==> config.mk <==
export PLATFORM = sky130hd
export DESIGN_NAME = chardisp_regs
export DESIGN_NICKNAME = d
export VERILOG_FILES = /design/src/rtl/chardisp_pkg.sv /design/src/rtl/chardisp_bus_if.sv /design/src/rtl/chardisp_seq.sv /design/src/rtl/chardisp_store.sv /design/src/rtl/chardisp_regs.sv
export SDC_FILE = /design/constraint.sdc
export NUM_CORES = 1
export LEC_CHECK = 0
export ABC_AREA = 1
export BUFFER_PORTS_ARGS = -buffer_cell sky130_fd_sc_hd__buf_2
export CAP_MARGIN = 20
export CORE_MARGIN = 1
export CORE_UTILIZATION = 45
export CTS_BUF_LIST = sky130_fd_sc_hd__clkbuf_4 sky130_fd_sc_hd__clkbuf_8
export CTS_CLUSTER_DIAMETER = 80
export CTS_CLUSTER_SIZE = 20
export DETAILED_ROUTE_END_ITERATION = 12
export SYNTH_ARGS = -nofsm -noshare
export SYNTH_HDL_FRONTEND = slang
export SYNTH_HIERARCHICAL = 1
export SYNTH_SLANG_ARGS = --single-unit
==> constraint.sdc <==
create_clock -name clk -period 5.15 [get_ports clk]
set_input_delay 1.03 -clock clk [delete_from_list [all_inputs] [get_ports clk]]
set_output_delay 1.03 -clock clk [all_outputs]
set_load 0.02 [all_outputs]
==> src/rtl/chardisp_pkg.sv <==
package chardisp_pkg;

    localparam int ADDR_W = 6;
    localparam int DATA_W = 8;
    localparam int SLOT_W = 3;

    localparam logic [DATA_W-1:0] BLANK_CODE = 8'h20;

    localparam int CB_FLASH  = 3;
    localparam int CB_BLINK  = 4;
    localparam int CB_RESULT = 5;
    localparam int CB_TEST   = 6;
    localparam int CB_CLEAR  = 7;

    typedef enum logic [2:0] {
        AR_FLASH,
        AR_UPTR,
        AR_UROW,
        AR_CTRL,
        AR_CHAR
    } area_e;

    typedef enum logic [1:0] {
        ST_IDLE,
        ST_HOLD,
        ST_CLEAR,
        ST_TEST
    } op_state_e;

    typedef struct packed {
        logic              valid;
        area_e             area;
        logic [SLOT_W-1:0] idx;
        logic [DATA_W-1:0] data;
    } wr_req_t;

    function automatic area_e area_of(input logic [ADDR_W-1:0] a);
        area_e r;
        if (!a[ADDR_W-1]) begin
            r = AR_FLASH;
        end else begin
            unique case (a[ADDR_W-2 -: 2])
                2'b00:   r = AR_UPTR;
                2'b01:   r = AR_UROW;
                2'b10:   r = AR_CTRL;
                default: r = AR_CHAR;
            endcase
        end
        return r;
    endfunction

    function automatic logic [6:0] duty_of(input logic [2:0] code);
        logic [6:0] p;
        unique case (code)
            3'd0:    p = 7'd100;
            3'd1:    p = 7'd80;
            3'd2:    p = 7'd53;
            3'd3:    p = 7'd40;
            3'd4:    p = 7'd27;
            3'd5:    p = 7'd20;
            3'd6:    p = 7'd13;
            default: p = 7'd0;
        endcase
        return p;
    endfunction

    function automatic logic [DATA_W-1:0] norm_char(input logic [DATA_W-1:0] d);
        return d[DATA_W-1] ? {1'b1, 3'b000, d[3:0]} : {1'b0, d[DATA_W-2:0]};
    endfunction

endpackage

==> src/rtl/chardisp_bus_if.sv <==
module chardisp_bus_if
    import chardisp_pkg::*;
(
    input  logic              clk,
    input  logic              rst_n,
    input  logic              ce_n,
    input  logic              wr_n,
    input  logic [ADDR_W-1:0] addr,
    input  logic [DATA_W-1:0] wdata,
    output wr_req_t           req
);

    logic wr_n_q;
    logic ce_n_q;

    always_ff @(posedge clk or negedge rst_n) begin
        if (!rst_n) begin
            wr_n_q <= 1'b1;
            ce_n_q <= 1'b1;
        end else begin
            wr_n_q <= wr_n;
            ce_n_q <= ce_n;
        end
    end

    always_comb begin
        req.valid = wr_n && !wr_n_q && !ce_n_q && !ce_n;
        req.area  = area_of(addr);
        req.idx   = addr[SLOT_W-1:0];
        req.data  = wdata;
    end

endmodule

==> src/rtl/chardisp_seq.sv <==
module chardisp_seq
    import chardisp_pkg::*;
#(
    parameter int CLEAR_CYCLES = 250_000,
    parameter int TEST_CYCLES  = 750_000_000
) (
    input  logic      clk,
    input  logic      rst_n,
    input  logic      rst_req,
    input  logic      start_clear,
    input  logic      start_test,
    output op_state_e state,
    output logic      busy,
    output logic      test_done
);

    localparam int MAX_CYC = (CLEAR_CYCLES > TEST_CYCLES) ? CLEAR_CYCLES : TEST_CYCLES;
    localparam int CNT_W   = $clog2(MAX_CYC + 1);

    op_state_e        state_q, state_d;
    logic [CNT_W-1:0] cnt_q;
    logic             load_clear, load_test;
    logic             cnt_zero;

    assign cnt_zero = (cnt_q == '0);

    // state register
    always_ff @(posedge clk or negedge rst_n) begin
        if (!rst_n) begin
            state_q <= ST_IDLE;
        end else begin
            state_q <= state_d;
        end
    end

    always_ff @(posedge clk or negedge rst_n) begin
        if (!rst_n) begin
            cnt_q <= '0;
        end else if (load_clear) begin
            cnt_q <= CNT_W'(CLEAR_CYCLES - 1);
        end else if (load_test) begin
            cnt_q <= CNT_W'(TEST_CYCLES - 1);
        end else if (!cnt_zero) begin
            cnt_q <= cnt_q - 1'b1;
        end
    end

    // next-state logic
    always_comb begin
        state_d    = state_q;
        load_clear = 1'b0;
        load_test  = 1'b0;
        if (rst_req) begin
            state_d = ST_HOLD;
        end else begin
            unique case (state_q)
                ST_IDLE: begin
                    if (start_clear) begin
                        state_d    = ST_CLEAR;
                        load_clear = 1'b1;
                    end else if (start_test) begin
                        state_d   = ST_TEST;
                        load_test = 1'b1;
                    end
                end
                ST_HOLD: begin
                    state_d    = ST_CLEAR;
                    load_clear = 1'b1;
                end
                ST_CLEAR: begin
                    if (cnt_zero) state_d = ST_IDLE;
                end
                ST_TEST: begin
                    if (cnt_zero) state_d = ST_IDLE;
                end
                default: state_d = ST_IDLE;
            endcase
        end
    end

    // outputs
    always_comb begin
        state     = state_q;
        busy      = (state_q != ST_IDLE);
        test_done = (state_q == ST_TEST) && cnt_zero && !rst_req;
    end

endmodule

==> src/rtl/chardisp_store.sv <==
module chardisp_store
    import chardisp_pkg::*;
#(
    parameter int NUM_CHARS = 8,
    parameter int UDC_COUNT = 16,
    parameter int UDC_ROWS  = 7,
    parameter int UDC_COLS  = 5
) (
    input  logic              clk,
    input  logic              rst_n,
    input  logic              rst_req,
    input  logic              accept,
    input  wr_req_t           req,
    input  logic              start_clear,
    input  logic              start_test,
    input  logic              test_done,
    input  logic              rd_drive,
    input  logic [ADDR_W-1:0] addr,
    output logic [6:0]        ctrl_bits,
    output logic [DATA_W-1:0] rd_data
);

    localparam int PTR_W = $clog2(UDC_COUNT);

    logic [DATA_W-1:0]   char_q  [NUM_CHARS];
    logic                flash_q [NUM_CHARS];
    logic [UDC_COLS-1:0] urow_q  [UDC_COUNT][UDC_ROWS];
    logic [PTR_W-1:0]    uptr_q;
    logic [6:0]          ctrl_q;

    logic wr_char, wr_flash, wr_uptr, wr_urow, wr_ctrl;

    assign wr_char  = accept && (req.area == AR_CHAR);
    assign wr_flash = accept && (req.area == AR_FLASH);
    assign wr_uptr  = accept && (req.area == AR_UPTR);
    assign wr_urow  = accept && (req.area == AR_UROW);
    assign wr_ctrl  = accept && (req.area == AR_CTRL);

    for (genvar s = 0; s < NUM_CHARS; s++) begin : g_slot
        always_ff @(posedge clk or negedge rst_n) begin
            if (!rst_n) begin
                char_q[s]  <= BLANK_CODE;
                flash_q[s] <= 1'b0;
            end else if (rst_req || start_clear) begin
                char_q[s]  <= BLANK_CODE;
                flash_q[s] <= 1'b0;
            end else begin
                if (wr_char && req.idx == SLOT_W'(s)) begin
                    char_q[s] <= norm_char(req.data);
                end
                if (wr_flash && req.idx == SLOT_W'(s)) begin
                    flash_q[s] <= req.data[0];
                end
            end
        end
    end

    for (genvar g = 0; g < UDC_COUNT; g++) begin : g_glyph
        for (genvar r = 0; r < UDC_ROWS; r++) begin : g_row
            always_ff @(posedge clk or negedge rst_n) begin
                if (!rst_n) begin
                    urow_q[g][r] <= '0;
                end else if (!rst_req && wr_urow &&
                             uptr_q == PTR_W'(g) && req.idx == SLOT_W'(r)) begin
                    urow_q[g][r] <= req.data[UDC_COLS-1:0];
                end
            end
        end
    end

    always_ff @(posedge clk or negedge rst_n) begin
        if (!rst_n) begin
            uptr_q <= '0;
        end else if (rst_req) begin
            uptr_q <= '0;
        end else if (wr_uptr) begin
            uptr_q <= req.data[PTR_W-1:0];
        end
    end

    always_ff @(posedge clk or negedge rst_n) begin
        if (!rst_n) begin
            ctrl_q <= '0;
        end else if (rst_req) begin
            ctrl_q <= '0;
        end else if (test_done) begin
            ctrl_q[CB_TEST]   <= 1'b0;
            ctrl_q[CB_RESULT] <= 1'b1;
        end else if (wr_ctrl) begin
            ctrl_q[4:0] <= req.data[4:0];
            if (start_test) begin
                ctrl_q[CB_TEST]   <= 1'b1;
                ctrl_q[CB_RESULT] <= 1'b0;
            end
        end
    end

    assign ctrl_bits = ctrl_q;

    always_comb begin
        rd_data = '0;
        if (rd_drive) begin
            unique case (area_of(addr))
                AR_FLASH: rd_data[0] = flash_q[addr[SLOT_W-1:0]];
                AR_UPTR:  rd_data[PTR_W-1:0] = uptr_q;
                AR_UROW: begin
                    if (int'(addr[SLOT_W-1:0]) < UDC_ROWS) begin
                        rd_data[UDC_COLS-1:0] = urow_q[uptr_q][addr[SLOT_W-1:0]];
                    end
                end
                AR_CTRL:  rd_data[6:0] = ctrl_q;
                AR_CHAR:  rd_data = char_q[addr[SLOT_W-1:0]];
                default:  rd_data = '0;
            endcase
        end
    end

endmodule

==> src/rtl/chardisp_regs.sv <==
module chardisp_regs
    import chardisp_pkg::*;
#(
    parameter int NUM_CHARS    = 8,
    parameter int UDC_COUNT    = 16,
    parameter int UDC_ROWS     = 7,
    parameter int UDC_COLS     = 5,
    parameter int CLEAR_CYCLES = 250_000,
    parameter int TEST_CYCLES  = 750_000_000
) (
    input  logic        clk,
    input  logic        rst_n,
    input  logic        disp_rst_n,
    input  logic        ce_n,
    input  logic        wr_n,
    input  logic        rd_n,
    input  logic [5:0]  addr,
    input  logic [7:0]  wdata,
    output logic [7:0]  rd_data,
    output logic        rd_drive,
    output logic        busy,
    output logic [6:0]  duty_pct,
    output logic        flash_en,
    output logic        blink_en
);

    wr_req_t   wr_req;
    op_state_e op_state;
    logic      rst_req;
    logic      accept;
    logic      start_clear, start_test, test_done;
    logic [6:0] ctrl_bits;

    assign rst_req     = !disp_rst_n && ce_n;
    assign rd_drive    = !ce_n && !rd_n;
    assign accept      = wr_req.valid && !busy && !rst_req;
    assign start_clear = accept && (wr_req.area == AR_CTRL) && wr_req.data[CB_CLEAR];
    assign start_test  = accept && (wr_req.area == AR_CTRL) &&
                         !wr_req.data[CB_CLEAR] && wr_req.data[CB_TEST];

    chardisp_bus_if i_bus (
        .clk   (clk),
        .rst_n (rst_n),
        .ce_n  (ce_n),
        .wr_n  (wr_n),
        .addr  (addr),
        .wdata (wdata),
        .req   (wr_req)
    );

    chardisp_seq #(
        .CLEAR_CYCLES (CLEAR_CYCLES),
        .TEST_CYCLES  (TEST_CYCLES)
    ) i_seq (
        .clk         (clk),
        .rst_n       (rst_n),
        .rst_req     (rst_req),
        .start_clear (start_clear),
        .start_test  (start_test),
        .state       (op_state),
        .busy        (busy),
        .test_done   (test_done)
    );

    chardisp_store #(
        .NUM_CHARS (NUM_CHARS),
        .UDC_COUNT (UDC_COUNT),
        .UDC_ROWS  (UDC_ROWS),
        .UDC_COLS  (UDC_COLS)
    ) i_store (
        .clk         (clk),
        .rst_n       (rst_n),
        .rst_req     (rst_req),
        .accept      (accept),
        .req         (wr_req),
        .start_clear (start_clear),
        .start_test  (start_test),
        .test_done   (test_done),
        .rd_drive    (rd_drive),
        .addr        (addr),
        .ctrl_bits   (ctrl_bits),
        .rd_data     (rd_data)
    );

    assign duty_pct = duty_of(ctrl_bits[2:0]);
    assign flash_en = ctrl_bits[CB_FLASH];
    assign blink_en = ctrl_bits[CB_BLINK];

endmodule

# Yosys cells after proc, flatten, opt, wreduce, memory -nomap -nowiden
# Index checks and enable logic that the tools add are counted.
totals:
  ff_bits: 677
  word_cells: 468
  out_inout_bits: 19
classes:
  n_mux: 78
  eq_ne: 45
  magnitude_cmp: 3
  n_bitwise: 2
  reduce_logical: 204
  addsub: 1
ops:
  columns: ["operator", "count"]
  rows:
  - ["logical AND 1 bit", 162]
  - ["two-way mux 8 bit", 20]
  - ["binary-select mux 35 bit (select 4 bit)", 1]
  - ["two-way mux 30 bit", 3]
  - ["two-way mux 35 bit", 2]
  - ["case mux 7 bit (7 select lines)", 1]
  - ["nonzero test 2 bit", 19]
  - ["equality test 4 bit, second input constant", 8]
  - ["zero test 30 bit", 1]
  - ["subtractor 30 x 1 -> 30 bit, second input constant", 1]
  - ["equality test 3 bit, second input constant", 9]
  - ["two-way mux 1 bit", 25]
  - ["binary-select mux 8 bit (select 3 bit)", 1]
  - ["equality test 3 x 2 -> 1 bit, second input constant", 8]
  - ["two-way mux 5 bit", 4]
  - ["equality test 4 x 3 -> 1 bit, second input constant", 4]
  - ["binary-select mux 5 bit (select 3 bit)", 1]
  - ["two-way mux 7 bit", 2]
  - ["equality test 3 x 1 -> 1 bit, second input constant", 4]
  - ["zero test 3 bit", 4]
  - ["two-way mux 2 bit", 6]
  - ["case mux 3 bit (4 select lines)", 1]
  - ["case mux 3 bit (3 select lines)", 1]
  - ["equality test 4 x 2 -> 1 bit, second input constant", 2]
  - ["26 further kinds", 43]

# Depth between registers and ports, before layout
# Gate-level depths: netlist of the first run.
depth:
  word_depth: 15
  depth_mapped: 18
  depth_no_buf: 18

# By module
# The synthesis of the first run kept the hierarchy.
by_module_without_submodules:
  columns: ["mod", "area_per_inst_um2", "cells_each", "instances"]
  rows:
  - ["chardisp_store", 30105.1, 3857, 1]
  - ["chardisp_seq", 2150.8, 336, 1]
  - ["chardisp_bus_if", 232.7, 32, 1]
  - ["chardisp_regs", 157.7, 34, 1]

# Least setup slack after synthesis of the first run
# OpenSTA, ideal clock, no wires.
synth_path:
  path_type: "input to output"
  start: "input addr[0]"
  end: "output rd_data[7]"
  path_stages: 8
  path_buffers: 2
  setup_slack_ns: 1.547
  t_arrival_ns: 2.573
  path_cell_list: "nor2_1 > inv_1 > clkbuf_1 > buf_2 > o22ai_1 > nor2_1 > nor2_1 > nor4_1"
synth_via:
  elab_chain_len: 6
synth_rtl:
  columns: ["item", "line_no", "text"]
  rows:
  - ["from (decl)", "chardisp_regs.sv:17", "input logic [5:0] addr,"]
  - ["inverter 3 -> 4 bit (implied by the code)", "chardisp_store.sv:112", "AR_CHAR: rd_data = char_q[addr[SLOT_W-1:0]];"]
  - ["binary-select mux 8 bit (select 3 bit)", "chardisp_store.sv:112", null]
  - ["two-way mux 8 bit (implied by the code) (2 in series)", "chardisp_store.sv:112", null]
  - ["two-way mux 1 bit", "chardisp_store.sv:103", "unique case (area_of(addr))"]
  - ["two-way mux 8 bit", "chardisp_store.sv:102", "if (rd_drive) begin"]
  - ["to (decl)", "chardisp_regs.sv:19", "output logic [7:0] rd_data,"]
# Every way passes these cells. The select of a mux whose other input is x is not followed.

# Final worst setup path of the first run
layout_path:
  start: "register i_store.uptr_q[0]"
  end: "output rd_data[1]"
layout_via:
  elab_chain_len: 10
layout_rtl:
  columns: ["item", "line_no", "text"]
  rows:
  - ["from (decl)", "chardisp_store.sv:28", "logic [PTR_W-1:0] uptr_q;"]
  - ["from (signal assigned)", "chardisp_store.sv:77", "uptr_q <= req.data[PTR_W-1:0];"]
  - ["inverter 4 -> 5 bit (implied by the code)", "chardisp_store.sv:108", "rd_data[UDC_COLS-1:0] = urow_q[uptr_q][addr[SLOT_W-1:0]];"]
  - ["binary-select mux 35 bit (select 4 bit)", "chardisp_store.sv:108", null]
  - ["two-way mux 35 bit (implied by the code) (2 in series)", "chardisp_store.sv:108", null]
  - ["binary-select mux 5 bit (select 3 bit)", "chardisp_store.sv:108", null]
  - ["two-way mux 5 bit (implied by the code) (2 in series)", "chardisp_store.sv:108", null]
  - ["two-way mux 5 bit", "chardisp_store.sv:107", "if (int'(addr[SLOT_W-1:0]) < UDC_ROWS) begin"]
  - ["case mux 3 bit (4 select lines)", "chardisp_store.sv:103", null]
  - ["two-way mux 8 bit", "chardisp_store.sv:102", null]
# Every way passes these cells. The select of a mux whose other input is x is not followed.

==> flow_summary.ini, run 1 <==
[run_status]
status = finished, final reports clean

[critical_path]
endpoint_kind = primary output
critPathKind = reg2out
cp.required_ns = 4.12
arrival_ns = 3.71
r2r_end = i_store/urow_q[131]
r2r-start = i_seq/state[0]
crit_fanout = 75
ff2ff_setup_slack_ns = 2.00
cp-start-kind = flop
reg2regPathDepth = 9

[placement]
dpl.hpwl_mm = 60.4
place_inst = 5110
place_congestion = 0.873
io_buffers = 38

[detailed_routing]
wl_per_cell_um = 18.4
num_vias = 27558
drtIter0Drc = 2948
first_pass_iters = 6
drc_errors = 0
drtAntennaViolNets = 0
via_per_inst = 5.32
routed_wl_mm = 95.1

[die]
die_x_um = 271
die_y_um = 271
fp.coreArea_um2 = 71600
dieArea_um2 = 73600
ios = 39
initial_core_util_pct = 45.6
rows = 98

[power_and_ir_drop]
power_density_nw_per_um2 = 275
leakage_nw = 17.3
ir_worst_vdd_v = 0.000196

[timing]
fin_tns_setup_ns = 0
setup_viol = 0
rsz0062_at_grt = false
period_minus_slack_ns = 4.74
relSlewSlack_pct = 32.2
tightest_slew_ns = 1.02
fmax_mhz = 211
finClkSkew_ns = 0.0429
finalCritPeriodShare_pct = 91.9
slew_violations = 0
hold_viol = 0

[job]
max_cap_violations = 0

[finish]
fin_cells = 5179
n_fill_cell = 7291
finalNetCount = 4232
areaGrowthSynthToFinish_pct = 6.09
drive_gt1_share_pct = 8.87

[yosys]
ys_top_cells_by_area = dfrtp_1, nand2_1, o21ai_0
synth-seq-cells = 677
syn_nets = 4286
synth_top_area_share_pct = 51.1
synth_area_per_cell_um2 = 7.67
ys_types = 46
async_reset_ff_share_pct = 100
yosysWarningCount = 6
synth_edf_count = 0
yosys-top-cells-count = nand2_1, dfrtp_1, o21ai_0
netlist_area_um2 = 32600
yosysSeqAreaShare_pct = 51.9
synth_cells = 4259
yosysTopAreaCell = dfrtp_1
yosysMostFrequentCell = nand2_1
synth-main-ff-cell = dfrtp_1

[clocking]
post_cts_resized = 0
h-tree-depth = 2
cts.sink_count = 677
worstSkewPairLatency_ns = 0.70
cts_buffers = 43
post_cts_buffers = 0
path_clk_slew_ns = 0.13
cts_tree = done
hold_buffers = 0
clockBufferDepth = 3
cts-root-buf = clkbuf_8

[grt]
grt_pass1_wl_mm = 152
grt_antenna_before_repair = 2
grt_use_total_pct = 26.2
grt_max_degree = 114
grt_pass1_vias = 25950
grt_overflow = 0

[worst_hold_path]
hold_path.class = in2async
==> placed cells by master, fill, tap and decap left out, types with 11 or more instances in the layout <==
| cell | n |
|---|---|
| nand4_1 | 18 |
| buf_2 | 37 |
| inv_1 | 105 |
| nand3_1 | 92 |
| nand2_1 | 1990 |
| nor2_2 | 11 |
| nor2_1 | 185 |
| buf_4 | 59 |
| a21oi_1 | 39 |
| nor2_8 | 16 |
| a22oi_1 | 20 |
| o22ai_1 | 27 |
| o21ai_0 | 564 |
| nand2_2 | 116 |
| o21ai_1 | 105 |
| clkbuf_8 | 46 |
| dfrtp_1 | 665 |
==> power breakdown <==
group	internal [mW]	total, mW	switching [mW]
registers	5.44	5.55	0.111
clock network	0.924	2.73	1.80
logic	0.263	1.25	0.984
total	6.62	9.52	2.90
==> worst max-delay path, stage by stage, from the launching register on <==
cell,delay [ns]
dfrtp_4,0.65
inv_6,0.51
buf_4,0.49
nand2_1,0.09
nand2_1,0.08
nand2_1,0.05
nand2_1,0.07
nand2_1,0.04
nand2_1,0.06
o21ai_0,0.08
nand2_1,0.13
nor2_1,0.08
nor2_1,0.09
nand2_1,0.11
a21oi_1,0.22
buf_2,0.21
==> how the worst max path moves through the flow <==
stage                           start          to  slack (ns)
CTS                 i_store/uptr_q[0]  rd_data[0]        0.38
global route        i_store/uptr_q[0]  rd_data[2]        0.12
floorplan                     addr[0]  rd_data[7]        1.55
detailed placement            addr[0]  rd_data[0]        1.03
global placement              addr[0]  rd_data[0]        1.07
finish              i_store/uptr_q[0]  rd_data[1]        0.41
==> through the flow <==
step	hold slack [ns]	setup slack, ns	instance area [um2]	total power, mW	util [%]
global placement	0.464	1.07	33800	6.89	47.2
floorplan	0.446	1.55	32600	6.37	-
detailed placement	0.466	1.03	33800	6.89	47.2
global route	0.403	0.124	34600	9.94	48.4
finish	0.378	0.415	34600	9.52	48.4
CTS	0.365	0.378	34600	9.61	48.4
==> flip-flops by register name, indices dropped and copies added (netlist names) <==
register           count
i_store/uptr_q         4
i_store/ctrl_bits      7
i_bus/wr_n_q           1
i_bus/ce_n_q           1
i_store/urow_q       560
i_store/flash_q        8
i_seq/state            2
i_seq/cnt_q           30
i_store/char_q        64
==> layout make-up <==
class,instances,area [um2],share of cell area (%)
Sequential cell,677,17000,49.0
Multi-Input combinational cell,3253,14400,41.5
Tap cell,950,1190,3.43
Timing Repair Buffer,106,823,2.38
Clock buffer,55,701,2.02
Inverter,124,485,1.40
Clock inverter,13,106,0.307
Antenna cell,1,2.50,0.00723
==> cells by family (layout without fill, tap and decap cells) <==
kind of cell	after synthesis	count (layout)	synth area share [%]
AO/OA/AOI/OAI	771	771	12.2
other	0	1	0
flip-flops	677	677	51.9
XOR/XNOR	2	2	0.0537
AND/OR/NAND/NOR	2465	2465	31.0
adder cells (fa/ha/maj)	7	7	0.268
buffers and inverters	329	298	4.24
multiplexers	8	8	0.257
==> per-layer routing <==
metal  up-vias  part of all wire [%]  GRT usage [%]
met3       137                   6.1           4.04
met1     13237                    47           38.5
met2       731                    44           39.7
met5         -                 0.082          0.770
met4         2                   3.1           8.07
li1      13451                     -              -
Note: power is estimated with default switching activity, not from simulation.
==> run 2, diff against run 1 <==
- CELL_PAD_IN_SITES_DETAIL_PLACEMENT: unset -> 0
- CELL_PAD_IN_SITES_GLOBAL_PLACEMENT: unset -> 1
- CTS_CLUSTER_DIAMETER: 80 -> unset
- PLACE_DENSITY_LB_ADDON: unset -> 0.1
- SLEW_MARGIN: unset -> 0
==> run 2 against run 1 <==
Register-to-register slack improved by 0.09 ns. Setup slack got worse by 0.21 ns. Clock power rose by 96%. Sequential power hardly changed. Combinational power is essentially flat.
==> flow_summary.ini, run 2 (synthesis gave the netlist of run 1 again) <==
[critical_path]
worstPathBufferInverterCount = 3
crit_chain = inv_6 -> buf_12 -> nand2_1 -> nand2_1 -> nand2_1 -> nand2_1 -> nand2_1 -> nand2_1 -> o21ai_0 -> nand2_1 -> nor2_1 -> nor2_1 -> nand2_1 -> a21oi_1 -> buf_2
critPathKind = reg2out
endpoint_kind = primary output
crit_top_cell = nand2_1
arrival_ns = 3.91
crit_family = simple AND/OR/NAND/NOR gates
cp.required_ns = 4.12
crit_fanout = 72
slowest_stage = dfrtp_4
cpPeakStageDelay_ns = 0.76
cp-start-kind = flop

[placement]
io_buffers = 38
dpl.hpwl_mm = 63.7
place_congestion = 0.861
place_inst = 5100

[die]
ios = 39
fp.coreArea_um2 = 71600
die_x_um = 271
die_y_um = 271
rows = 98
initial_core_util_pct = 45.6
dieArea_um2 = 73600

[clocking]
hold_buffers = 0
post_cts_buffers = 0
post_cts_resized = 0
cts.sink_count = 677
path_clk_slew_ns = 0.06
cts_tree = done
cts_buffers = 119
h-tree-depth = 3
worstSkewPairLatency_ns = 0.75
cts-root-buf = clkbuf_8
clockBufferDepth = 3

[timing]
rsz0062_at_grt = false
relSlewSlack_pct = 25.2
slew_violations = 0
finClkSkew_ns = 0.0400
period_minus_slack_ns = 4.94
finalCritPeriodShare_pct = 96.0
hold_viol = 0
fmax_mhz = 202
setup_viol = 0
fin_tns_setup_ns = 0
tightest_slew_ns = 1.12

[power_and_ir_drop]
sequentialPowerShare_pct = 45.8
p_int_mw = 8.79
swShare_pct = 27.8
power_switching_mw = 3.39
clockPowerShare_pct = 44.0
power_density_nw_per_um2 = 334
ir_worst_vdd_v = 0.000208
leakage_nw = 18.3
comb_power_share_pct = 10.2

[grt]
grt_pass1_wl_mm = 161
grt_overflow = 0
grt_use_total_pct = 28.0
grt_max_degree = 108
grt_antenna_before_repair = 1
grt_pass1_vias = 27055

[detailed_routing]
drc_errors = 0
drtAntennaViolNets = 0
first_pass_iters = 6
num_vias = 27960
wl_per_cell_um = 19.1
routed_wl_mm = 101
drtIter0Drc = 2749
via_per_inst = 5.25

[finish]
largest_reg_flops = 560
fin_cells = 5322
finalNetCount = 4299
mostFrequentLayoutCell = nand2_1
mostFrequentLayoutCells = nand2_1, dfrtp_1, o21ai_0
largestRegisters = i_store/urow_q: 560 flops, i_store/char_q: 64 flops, i_seq/cnt_q: 30 flops
drive_gt1_share_pct = 11.9
n_fill_cell = 7321
areaGrowthSynthToFinish_pct = 11.7
regMostFlops = i_store/urow_q

[job]
max_cap_violations = 0

[run_status]
status = finished, final reports clean

[worst_hold_path]
hold_path.class = in2async
run 2: changes by cell type in the layout (fill, tap and decap cells not counted), moves of 2 or more:
cell,delta
clkbuf_8,+109
clkbuf_4,+38
buf_4,-14
clkinv_2,+9
buf_12,+5
inv_6,-2
inv_8,-2
run 2: area by class of cell:
type | instances | area, um2 | share of cell area (%)
well taps | 950 | 1190 | 3.26
clock buffers | 202 | 2490 | 6.82
repair buffers | 97 | 818 | 2.24
diodes | 1 | 2.50 | 0.00686
clock inverters | 18 | 141 | 0.388
flip-flops and latches | 677 | 17000 | 46.5
inverters | 124 | 485 | 1.33
multi-input cells | 3253 | 14400 | 39.4
run 2: path summary, 6_finish.rpt:
kind	slack, ns	endpoint	startpoint	cells after the start
max in group asynchronous	3.65	i_store/uptr_q[1]	rst_n	2
min in group clk	0.42	i_bus/wr_n_q	wr_n	1
setup reg to reg	2.09	i_store/urow_q[394]	i_store/uptr_q[2]	8
hold / removal	0.30	i_store/urow_q[113]	rst_n	1
hold reg to reg	0.48	i_store/urow_q[228]	i_store/urow_q[228]	2
setup / recovery	0.21	rd_data[4]	i_store/uptr_q[0]	15
run 2: power groups by stage:
| stage | logic, mW | clock network, mW | registers, mW |
|---|---|---|---|
| after floorplan | 0.768 | 0 | 5.60 |
| after global placement | 1.24 | 0 | 5.66 |
| after detailed placement | 1.25 | 0 | 5.66 |
| after CTS | 1.25 | 5.50 | 5.57 |
| after global routing | 1.37 | 5.72 | 5.59 |
| final | 1.24 | 5.36 | 5.57 |
run 2: routing by layer:
layer	vias up	routed length (um)	GRT usage [%]
met2	699	46400	44.7
met5	-	0	0
met1	13400	47800	39.9
met3	168	4910	3.89
li1	13693	-	-
met4	0	2350	7.54
run 2: per-stage QoR:
step | hold WS [ns] | instance area [um2] | power (mW) | setup slack, ns | utilization [%]
floorplan | 0.446 | 32600 | 6.37 | 1.55 | -
global placement | 0.465 | 33800 | 6.91 | 1.02 | 47.2
detailed placement | 0.467 | 33800 | 6.91 | 1.02 | 47.2
CTS | 0.314 | 36400 | 12.3 | 0.224 | 50.9
global route | 0.326 | 36500 | 12.7 | 0.0605 | 50.9
finish | 0.297 | 36500 | 12.2 | 0.208 | 50.9
